===== config.mk =====
export PLATFORM = sky130hd
export DESIGN_NAME = pt_walker
export DESIGN_NICKNAME = d
export VERILOG_FILES = /design/src/rtl/ptw_pkg.sv /design/src/rtl/ptw_index_sel.sv /design/src/rtl/ptw_pte_decode.sv /design/src/rtl/pt_walker.sv
export SDC_FILE = /design/constraint.sdc
export NUM_CORES = 1
export LEC_CHECK = 0
export ABC_CLOCK_PERIOD_IN_PS = 5600
export BUFFER_PORTS_ARGS = -buffer_cell sky130_fd_sc_hd__buf_2
export CORE_MARGIN = 2
export CORE_UTILIZATION = 54
export DETAILED_ROUTE_END_ITERATION = 7
export HOLD_SLACK_MARGIN = 0.03
export PLACE_DENSITY = 0.84
export SLEW_MARGIN = 20
export SYNTH_ARGS = -nofsm -noshare
export SYNTH_HDL_FRONTEND = slang
export SYNTH_SLANG_ARGS = --single-unit

===== constraint.sdc =====
create_clock -name clk -period 5.6 [get_ports clk]
set_input_delay 0.28 -clock clk [delete_from_list [all_inputs] [get_ports clk]]
set_output_delay 0.28 -clock clk [all_outputs]
set_load 0.005 [all_outputs]

===== src/rtl/ptw_pkg.sv =====
package ptw_pkg;
  typedef enum logic [2:0] {
    ST_IDLE,
    ST_ISSUE,
    ST_WAIT,
    ST_DONE,
    ST_FAULT
  } ptw_state_e;

  localparam int ENTRY_SHIFT = 3;  // 8-byte entries
  localparam int VALID_BIT   = 0;
  localparam int PERM_LSB    = 1;
  localparam int PERM_W      = 4;
endpackage


===== src/rtl/ptw_index_sel.sv =====
module ptw_index_sel #(
  parameter int PAGE_BITS = 12,
  parameter int IDX_W     = 9,
  parameter int LEVELS    = 4,
  parameter int PA_W      = 52,
  parameter int LVL_W     = 2,
  parameter int VA_W      = PAGE_BITS + LEVELS * IDX_W
) (
  input  logic [VA_W-1:0]  va,
  input  logic [LVL_W-1:0] level,
  input  logic [PA_W-1:0]  table_base,
  output logic [PA_W-1:0]  entry_addr
);
  import ptw_pkg::*;

  localparam int PAD_W = PA_W - IDX_W - ENTRY_SHIFT;

  logic [IDX_W-1:0] field [LEVELS];
  logic [IDX_W-1:0] idx;

  // level 0 takes the most significant field
  for (genvar g = 0; g < LEVELS; g++) begin : g_field
    assign field[g] = va[PAGE_BITS + (LEVELS-1-g)*IDX_W +: IDX_W];
  end

  always_comb begin
    idx = '0;
    for (int i = 0; i < LEVELS; i++) begin
      if (level == LVL_W'(i)) idx = field[i];
    end
  end

  assign entry_addr = table_base + {{PAD_W{1'b0}}, idx, {ENTRY_SHIFT{1'b0}}};
endmodule


===== src/rtl/ptw_pte_decode.sv =====
module ptw_pte_decode #(
  parameter int PTE_W     = 64,
  parameter int PA_W      = 52,
  parameter int PAGE_BITS = 12
) (
  input  logic [PTE_W-1:0]          pte,
  output logic                      valid,
  output logic [3:0]                perm,
  output logic [PA_W-PAGE_BITS-1:0] frame
);
  import ptw_pkg::*;

  assign valid = pte[VALID_BIT];
  assign perm  = pte[PERM_LSB +: PERM_W];
  assign frame = pte[PA_W-1:PAGE_BITS];
endmodule


===== src/rtl/pt_walker.sv =====
module pt_walker #(
  parameter int PAGE_BITS = 12,
  parameter int IDX_W     = 9,
  parameter int LEVELS    = 4,
  parameter int PA_W      = 52,
  parameter int PTE_W     = 64,
  parameter int VA_W      = PAGE_BITS + LEVELS * IDX_W
) (
  input  logic             clk,
  input  logic             rst,
  input  logic             req_valid,
  input  logic [VA_W-1:0]  req_va,
  input  logic [PA_W-1:0]  req_ptbr,
  output logic             mem_rd_valid,
  output logic [PA_W-1:0]  mem_rd_addr,
  input  logic             mem_rsp_valid,
  input  logic [PTE_W-1:0] mem_rsp_data,
  output logic             done,
  output logic             fault,
  output logic [PA_W-1:0]  pa_out,
  output logic [3:0]       perm_out
);
  import ptw_pkg::*;

  localparam int LVL_W   = (LEVELS > 1) ? $clog2(LEVELS) : 1;
  localparam int FRAME_W = PA_W - PAGE_BITS;
  localparam logic [LVL_W-1:0] LAST_LVL = LVL_W'(LEVELS - 1);

  ptw_state_e       state_q;
  logic [LVL_W-1:0] level_q;
  logic [VA_W-1:0]  va_q;
  logic [PA_W-1:0]  base_q;
  logic             rd_valid_q;
  logic [PA_W-1:0]  rd_addr_q;
  logic             done_q, fault_q;
  logic [PA_W-1:0]  pa_q;
  logic [3:0]       perm_q;

  logic [PA_W-1:0]    entry_addr;
  logic               pte_valid;
  logic [3:0]         pte_perm;
  logic [FRAME_W-1:0] pte_frame;

  ptw_index_sel #(
    .PAGE_BITS(PAGE_BITS), .IDX_W(IDX_W), .LEVELS(LEVELS),
    .PA_W(PA_W), .LVL_W(LVL_W), .VA_W(VA_W)
  ) u_idx (
    .va(va_q), .level(level_q), .table_base(base_q), .entry_addr(entry_addr)
  );

  ptw_pte_decode #(
    .PTE_W(PTE_W), .PA_W(PA_W), .PAGE_BITS(PAGE_BITS)
  ) u_dec (
    .pte(mem_rsp_data), .valid(pte_valid), .perm(pte_perm), .frame(pte_frame)
  );

  always_ff @(posedge clk) begin
    if (rst) begin
      state_q    <= ST_IDLE;
      level_q    <= '0;
      va_q       <= '0;
      base_q     <= '0;
      rd_valid_q <= 1'b0;
      rd_addr_q  <= '0;
      done_q     <= 1'b0;
      fault_q    <= 1'b0;
      pa_q       <= '0;
      perm_q     <= '0;
    end else begin
      case (state_q)
        ST_IDLE: begin
          if (req_valid) begin
            va_q    <= req_va;
            base_q  <= req_ptbr;
            level_q <= '0;
            state_q <= ST_ISSUE;
          end
        end
        ST_ISSUE: begin
          rd_valid_q <= 1'b1;
          rd_addr_q  <= entry_addr;
          state_q    <= ST_WAIT;
        end
        ST_WAIT: begin
          rd_valid_q <= 1'b0;
          if (mem_rsp_valid) begin
            if (!pte_valid) begin
              fault_q <= 1'b1;
              pa_q    <= '0;
              perm_q  <= '0;
              state_q <= ST_FAULT;
            end else if (level_q == LAST_LVL) begin
              done_q  <= 1'b1;
              pa_q    <= {pte_frame, va_q[PAGE_BITS-1:0]};
              perm_q  <= pte_perm;
              state_q <= ST_DONE;
            end else begin
              base_q  <= {pte_frame, {PAGE_BITS{1'b0}}};
              level_q <= level_q + 1'b1;
              state_q <= ST_ISSUE;
            end
          end
        end
        default: begin  // ST_DONE, ST_FAULT
          done_q  <= 1'b0;
          fault_q <= 1'b0;
          state_q <= ST_IDLE;
        end
      endcase
    end
  end

  assign mem_rd_valid = rd_valid_q;
  assign mem_rd_addr  = rd_addr_q;
  assign done         = done_q;
  assign fault        = fault_q;
  assign pa_out       = pa_q;
  assign perm_out     = perm_q;

  // Assertions
  initial AST_GEOMETRY: assert (IDX_W + ENTRY_SHIFT <= PAGE_BITS && PTE_W >= PA_W);

  AST_READ_PULSE: assert property (@(posedge clk) disable iff (rst)
    mem_rd_valid |=> !mem_rd_valid);
  AST_NO_READ_WHILE_WAITING: assert property (@(posedge clk) disable iff (rst)
    (state_q == ST_WAIT && !mem_rsp_valid) |=> !mem_rd_valid);
  AST_RESULT_EXCLUSIVE: assert property (@(posedge clk) disable iff (rst)
    !(done && fault));
  AST_DONE_PULSE: assert property (@(posedge clk) disable iff (rst)
    done |=> !done);
  AST_FAULT_PULSE: assert property (@(posedge clk) disable iff (rst)
    fault |=> !fault);
  AST_OFFSET_PASS: assert property (@(posedge clk) disable iff (rst)
    done |-> pa_out[PAGE_BITS-1:0] == req_va[PAGE_BITS-1:0]);
  AST_FAULT_ZEROES: assert property (@(posedge clk) disable iff (rst)
    fault |-> (pa_out == '0 && perm_out == '0));
  AST_NO_READ_AFTER_FAULT: assert property (@(posedge clk) disable iff (rst)
    fault |-> !mem_rd_valid);
  AST_ENTRY_ALIGNED: assert property (@(posedge clk) disable iff (rst)
    (mem_rd_valid && req_ptbr[ENTRY_SHIFT-1:0] == '0) |-> mem_rd_addr[ENTRY_SHIFT-1:0] == '0);
  AST_IDLE_QUIET: assert property (@(posedge clk) disable iff (rst)
    (state_q == ST_IDLE && !req_valid) |=> (!mem_rd_valid && !done && !fault));
endmodule


# After elaboration in Yosys (flattened, before gate mapping)
# Index checks and enable logic that the tools add are counted.
# word_totals
memories	0
ram_bits	0
in_bits	168
latchBits	0
ff_bits	216
mem_bits_ro	0
# classes
eq_ne	12
bitwise_logic	1
div_mod_pow	0
n_reduce_logical	11
mul	0
n_addsub	2
magnitude_cmp	0
shift	0
muxes	31
# ops
cell	count
2-to-1 mux 52 bit	6
case mux 52 bit (2 select lines)	1
adder 52 x 12 -> 52 bit	1
2-to-1 mux 9 bit	4
inequality test 2 bit (second input constant)	6
2-to-1 mux 2 bit	5
2-to-1 mux 3 bit	3
case mux 3 bit (3 select lines)	1
2-to-1 mux 4 bit	2
case mux 1 bit (2 select lines)	3
AND reduction 3 bit	2
2-to-1 mux 1 bit	5
AND reduction 5 bit	1
== test 2 bit (second input constant)	2
case mux 2 bit (2 select lines)	1
AND reduction 2 bit	2
AND reduction 4 bit	1
nonzero test 2 bit	2
== test 3 x 1 -> 1 bit (second input constant)	1
== test 3 x 2 -> 1 bit (second input constant)	1
logical NOT 3 bit	1
adder 2 x 1 -> 2 bit (second input constant)	1
== test 2 x 1 -> 1 bit (second input constant)	1
logical NOT 2 bit	1
3 further kinds	3

# Depth between registers and ports, before layout
# logic_depth
depth_word	6
depth_mapped	20
mapped_depth_nobuf	17

# Cells and area by module
# A second synthesis with hierarchy kept.
# unflattened
hier_cells	1123
area_unflattened_um2	10035.9
# modules_own_cells
mod	seq_area_each_um2	n_inst	cells_each	area_per_inst_um2
pt_walker	4324.1	1	893	8222.9
ptw_index_sel	0.0	1	185	1475.2
ptw_pte_decode	0.0	1	45	337.8

# Worst setup path before layout
# No wires, ideal clock.
# synth_path
kind	flip-flop to flip-flop
from	reg level_q[0]
to	reg rd_addr_q[47] (netlist: mem_rd_addr[47])
period_less_slack_ns	3.469
stages_incl_launch_ff	19
setup_slack_ns	2.131
arrival_ns	3.336
path_cell_list	dfxtp_1 -> ha_1 -> clkbuf_1 -> clkbuf_1 -> a21oi_1 -> nor2_1 -> a21oi_1 -> o21ai_0 -> ha_1 -> inv_1 -> fa_1 -> nand2b_1 -> a21oi_1 -> o31ai_1 -> buf_2 -> clkbuf_1 -> a211oi_1 -> xnor2_1 -> a21oi_1
# synth_between
elab_chain_cells	6
# synth_rtl
item	line_no	text
from (decl)	pt_walker.sv:30	logic [LVL_W-1:0] level_q;
from (signal assigned)	pt_walker.sv:99	level_q <= level_q + 1'b1;
logical NOT 2 bit	ptw_index_sel.sv:29	if (level == LVL_W'(i)) idx = field[i];
2-to-1 mux 9 bit (3 in series)	ptw_index_sel.sv:29	
2-to-1 mux 9 bit (*)	ptw_index_sel.sv:29	
adder 52 x 12 -> 52 bit (*)	ptw_index_sel.sv:33	assign entry_addr = table_base + {{PAD_W{1'b0}}, idx, {ENTRY_SHIFT{1'b0}}};
to (signal assigned)	pt_walker.sv:81	rd_addr_q <= entry_addr;
to (decl)	pt_walker.sv:34	logic [PA_W-1:0] rd_addr_q;
# Every way passes the cells marked *; elsewhere a longest branch is shown, timed or not.
# A chain may end at the register's enable or synchronous reset.

# Final worst setup path
# layout_path
from	reg level_q[0]
to	reg rd_addr_q[42] (netlist: mem_rd_addr[42])
# The elaborated chain is that of the path after synthesis.

==> results_dict.tcl <==
set metrics [dict create \
    remaining_drc_errors 0 \
    ctsResizeCount 0 \
    overflow 0 \
    dr.pass1.iters 6 \
    initial_core_util_pct 55.14 \
    r2r-start "level_q[0]" \
    clock_sinks 216 \
    num_rows 48 \
    synth_nets 1365 \
    cts_max_level 1 \
    drive_gt1_share_pct 21.66 \
    antenna_found_initial 3 \
    power_frac_clock_pct 41.1 \
    clk_latency_ns 0.52 \
    cts_tree "yes" \
    start_kind "register" \
    ys_warn_count 0 \
    io_buffers 259 \
    r2r-end "mem_rd_addr[42]" \
    holdCritPathClass "in2reg" \
    multiInputGateArea_sq_um 4761 \
    max-clock-path-buffers 3 \
    finalHoldViolations 0 \
    die_area_sq_um 18680 \
    crit_arrival_ns 4.81 \
    dieWidth_um 136.7 \
    pwr-share-seq_pct 45.3 \
    ir_drop_mv 0.2891 \
    tns_ns 0 \
    post_cts.repair.setup_buffers 0 \
    maxSlewHeadroom_pct 28.74 \
    ios 279 \
    clk_pin_slew_ns 0.06 \
    required_ns 6.02 \
    swShare_pct 26.80 \
    startpoint "level_q[0]" \
    critical_path_class "reg2reg" \
    yosysTopAreaCellShare_pct 45.50 \
    post-route-period-util_pct 78.56 \
    grt_pass1_wl_um 48160 \
    finalNetCount 1680 \
    critPathCaptureType "register" \
    avgSynthCellArea_sq_um 8.034 \
    stdcell_count 1742 \
    synthDistinctLibCells 46 \
    die_h_um 136.7 \
    hold_slack_ns 0.01777 \
    wire_per_inst_um 18.03 \
    via_per_inst 5.911 \
    async_flop_share_pct 0 \
    cts_root_buffer "clkbuf_16" \
    syn_to_final_growth_pct 34.93 \
    synth_area_leaders "dfxtp_1 (45%), nand2_1 (9.4%), a21oi_1 (6.6%)" \
    drt_iter0_drc 1086 \
    via_count 10300 \
    hp-start "req_ptbr[9]" \
    synth_top_cell_by_area "dfxtp_1" \
    ant_nets 0 \
    cts_buffers 23 \
    gp_congestion 0.8824 \
    tightest_slew_ns 1.069 \
    switching_power_mw 1.021 \
    crit_fanout 20 \
    rsz0062_at_grt "no" \
    r2r_slack_ns 1.20 \
    skew_ns 0.01597 \
    p_per_area_nw_per_um2 296.9 \
    ff2ff_path_depth 12 \
    status "complete, no violations" \
    synth_area_sq_um 9504 \
    setup_viol 0 \
    p_int_mw 2.787 \
    ys_seq_area_share_pct 45.50 \
    maxCapViolCount 0 \
    seqCellArea_sq_um 4324 \
    fill_cells 1165 \
    wirelength_um 31410 \
    yosys_register_bits 216 \
    fmax_mhz 227.3 \
    period_needed_ns 4.400 \
    cp-endpoint "mem_rd_addr[42]" \
    hpwl_um 18820 \
    syn-instance-count 1183 \
    place_inst 1573 \
    combPwrFrac_pct 13.6 \
    grt_pass1_vias 9486 \
    grt_start_max_net_pins 98 \
    synth_flop_cell "dfxtp_1" \
    drv_slew 0 \
    synth-edff-count 0 \
    grt_use_total_pct 32.19 \
    p_leak_nw 5.299 \
    core_area_sq_um 17240 \
]
==> synthesized netlist by cell type (13+ instances only) <==
| cell | instances |
|---|---|
| a21oi_1 | 125 |
| nand4_1 | 13 |
| a22oi_1 | 29 |
| nor2_1 | 144 |
| nand2_1 | 238 |
| ha_1 | 13 |
| xnor2_1 | 38 |
| o21ai_0 | 48 |
| a311oi_1 | 40 |
| inv_1 | 14 |
| clkbuf_1 | 86 |
| a211oi_1 | 24 |
| dfxtp_1 | 216 |
| a32oi_1 | 39 |
| nand3_1 | 21 |
==> layout by cell type, fill, tap and decap left out, drive strengths merged, types with 38 or more instances in the layout <==
master       instances
nand2              239
xnor2               38
nor2               145
a32oi               39
dlygate4sd3        125
o21ai               48
a21oi              125
dfxtp              216
buf                268
a311oi              40
==> stage by stage <==
stage | util (%) | area, sq um | setup slack, ns | power (mW)
final | 74.40 | 12820 | 1.200 | 3.808
after global routing | 74.40 | 12820 | 0.7467 | 3.938
after CTS | 74.35 | 12820 | 1.305 | 3.794
after detailed placement | 62.59 | 10790 | 1.401 | 2.174
after global placement | 62.55 | 10780 | 1.463 | 2.161
after floorplan | - | 9504 | 2.131 | 2.000
==> critical path, stage by stage, from the launching register on <==
cell and delay [ns]:
dfxtp_1 0.43, ha_1 0.58, nor2_1 0.11, a21oi_1 0.19, nor2_1 0.06, a21oi_1 0.19, o21ai_0 0.12, ha_1 0.42
and3_1 0.26, nand4_1 0.78, a2111oi_0 0.77, nor3_1 0.10, nor3b_1 0.27
==> per-layer routing <==
| metal | vias to the layer above | global-route usage (%) | share of wire, % |
|---|---|---|---|
| met5 | - | 0 | 0 |
| met2 | 639 | 50.69 | 45 |
| met3 | 134 | 7.185 | 9.1 |
| met4 | 0 | 14.06 | 4.5 |
| li1 | 4813 | - | - |
| met1 | 4711 | 42.40 | 41 |
==> power groups by stage <==
stage / combinational (mW) / sequential, mW / clock [mW]
global route: 0.569 / 1.73 / 1.64
finish: 0.520 / 1.72 / 1.56
floorplan: 0.279 / 1.72 / 0
detailed placement: 0.422 / 1.75 / 0
global placement: 0.413 / 1.75 / 0
CTS: 0.503 / 1.72 / 1.57
==> cell families after synthesis <==
group | after synthesis | share of synthesized area, %
compound gates | 340 | 24.17
xor+xnor | 38 | 3.502
fa+ha+maj | 14 | 1.922
buf+inv | 117 | 4.792
flops | 216 | 45.50
simple gates | 458 | 20.12
==> what timing repair did <==
item | 4_1_cts | 5_1_grt
hold buffers | 125 | 0
hold endpoints to repair | 110 | 0
endpoints found under the setup margin | 0 | 0
==> cell type report <==
| cell class | instances | share of cell area, % |
|---|---|---|
| diodes | 3 | 0.05854 |
| clock buffers | 33 | 5.171 |
| clock inverters | 8 | 0.8781 |
| inverters | 14 | 0.4098 |
| multi-input cells | 850 | 37.13 |
| flip-flops and latches | 216 | 33.72 |
| well taps | 225 | 2.195 |
| repair buffers | 393 | 20.44 |
==> flip-flops by register name, indices dropped and copies added (netlist names) <==
| signal | flops |
|---|---|
| mem_rd_valid | 1 |
| base_q | 52 |
| fault | 1 |
| state_q | 3 |
| level_q | 2 |
| pa_out | 52 |
| done | 1 |
| perm_out | 4 |
| mem_rd_addr | 52 |
| va_q | 48 |
==> worst min path at each step <==
stage	end	slack, ns	cells after the start
2_1_floorplan	state_q[2]	0.41	2
3_3_place_gp	mem_rd_addr[0]	0.44	2
3_5_place_dp	va_q[10]	0.45	2
4_1_cts	va_q[37]	0.03	3
5_1_grt	base_q[9]	0.03	3
6_report	base_q[9]	0.02	3
No activity file was read; power rests on OpenSTA's default activity.
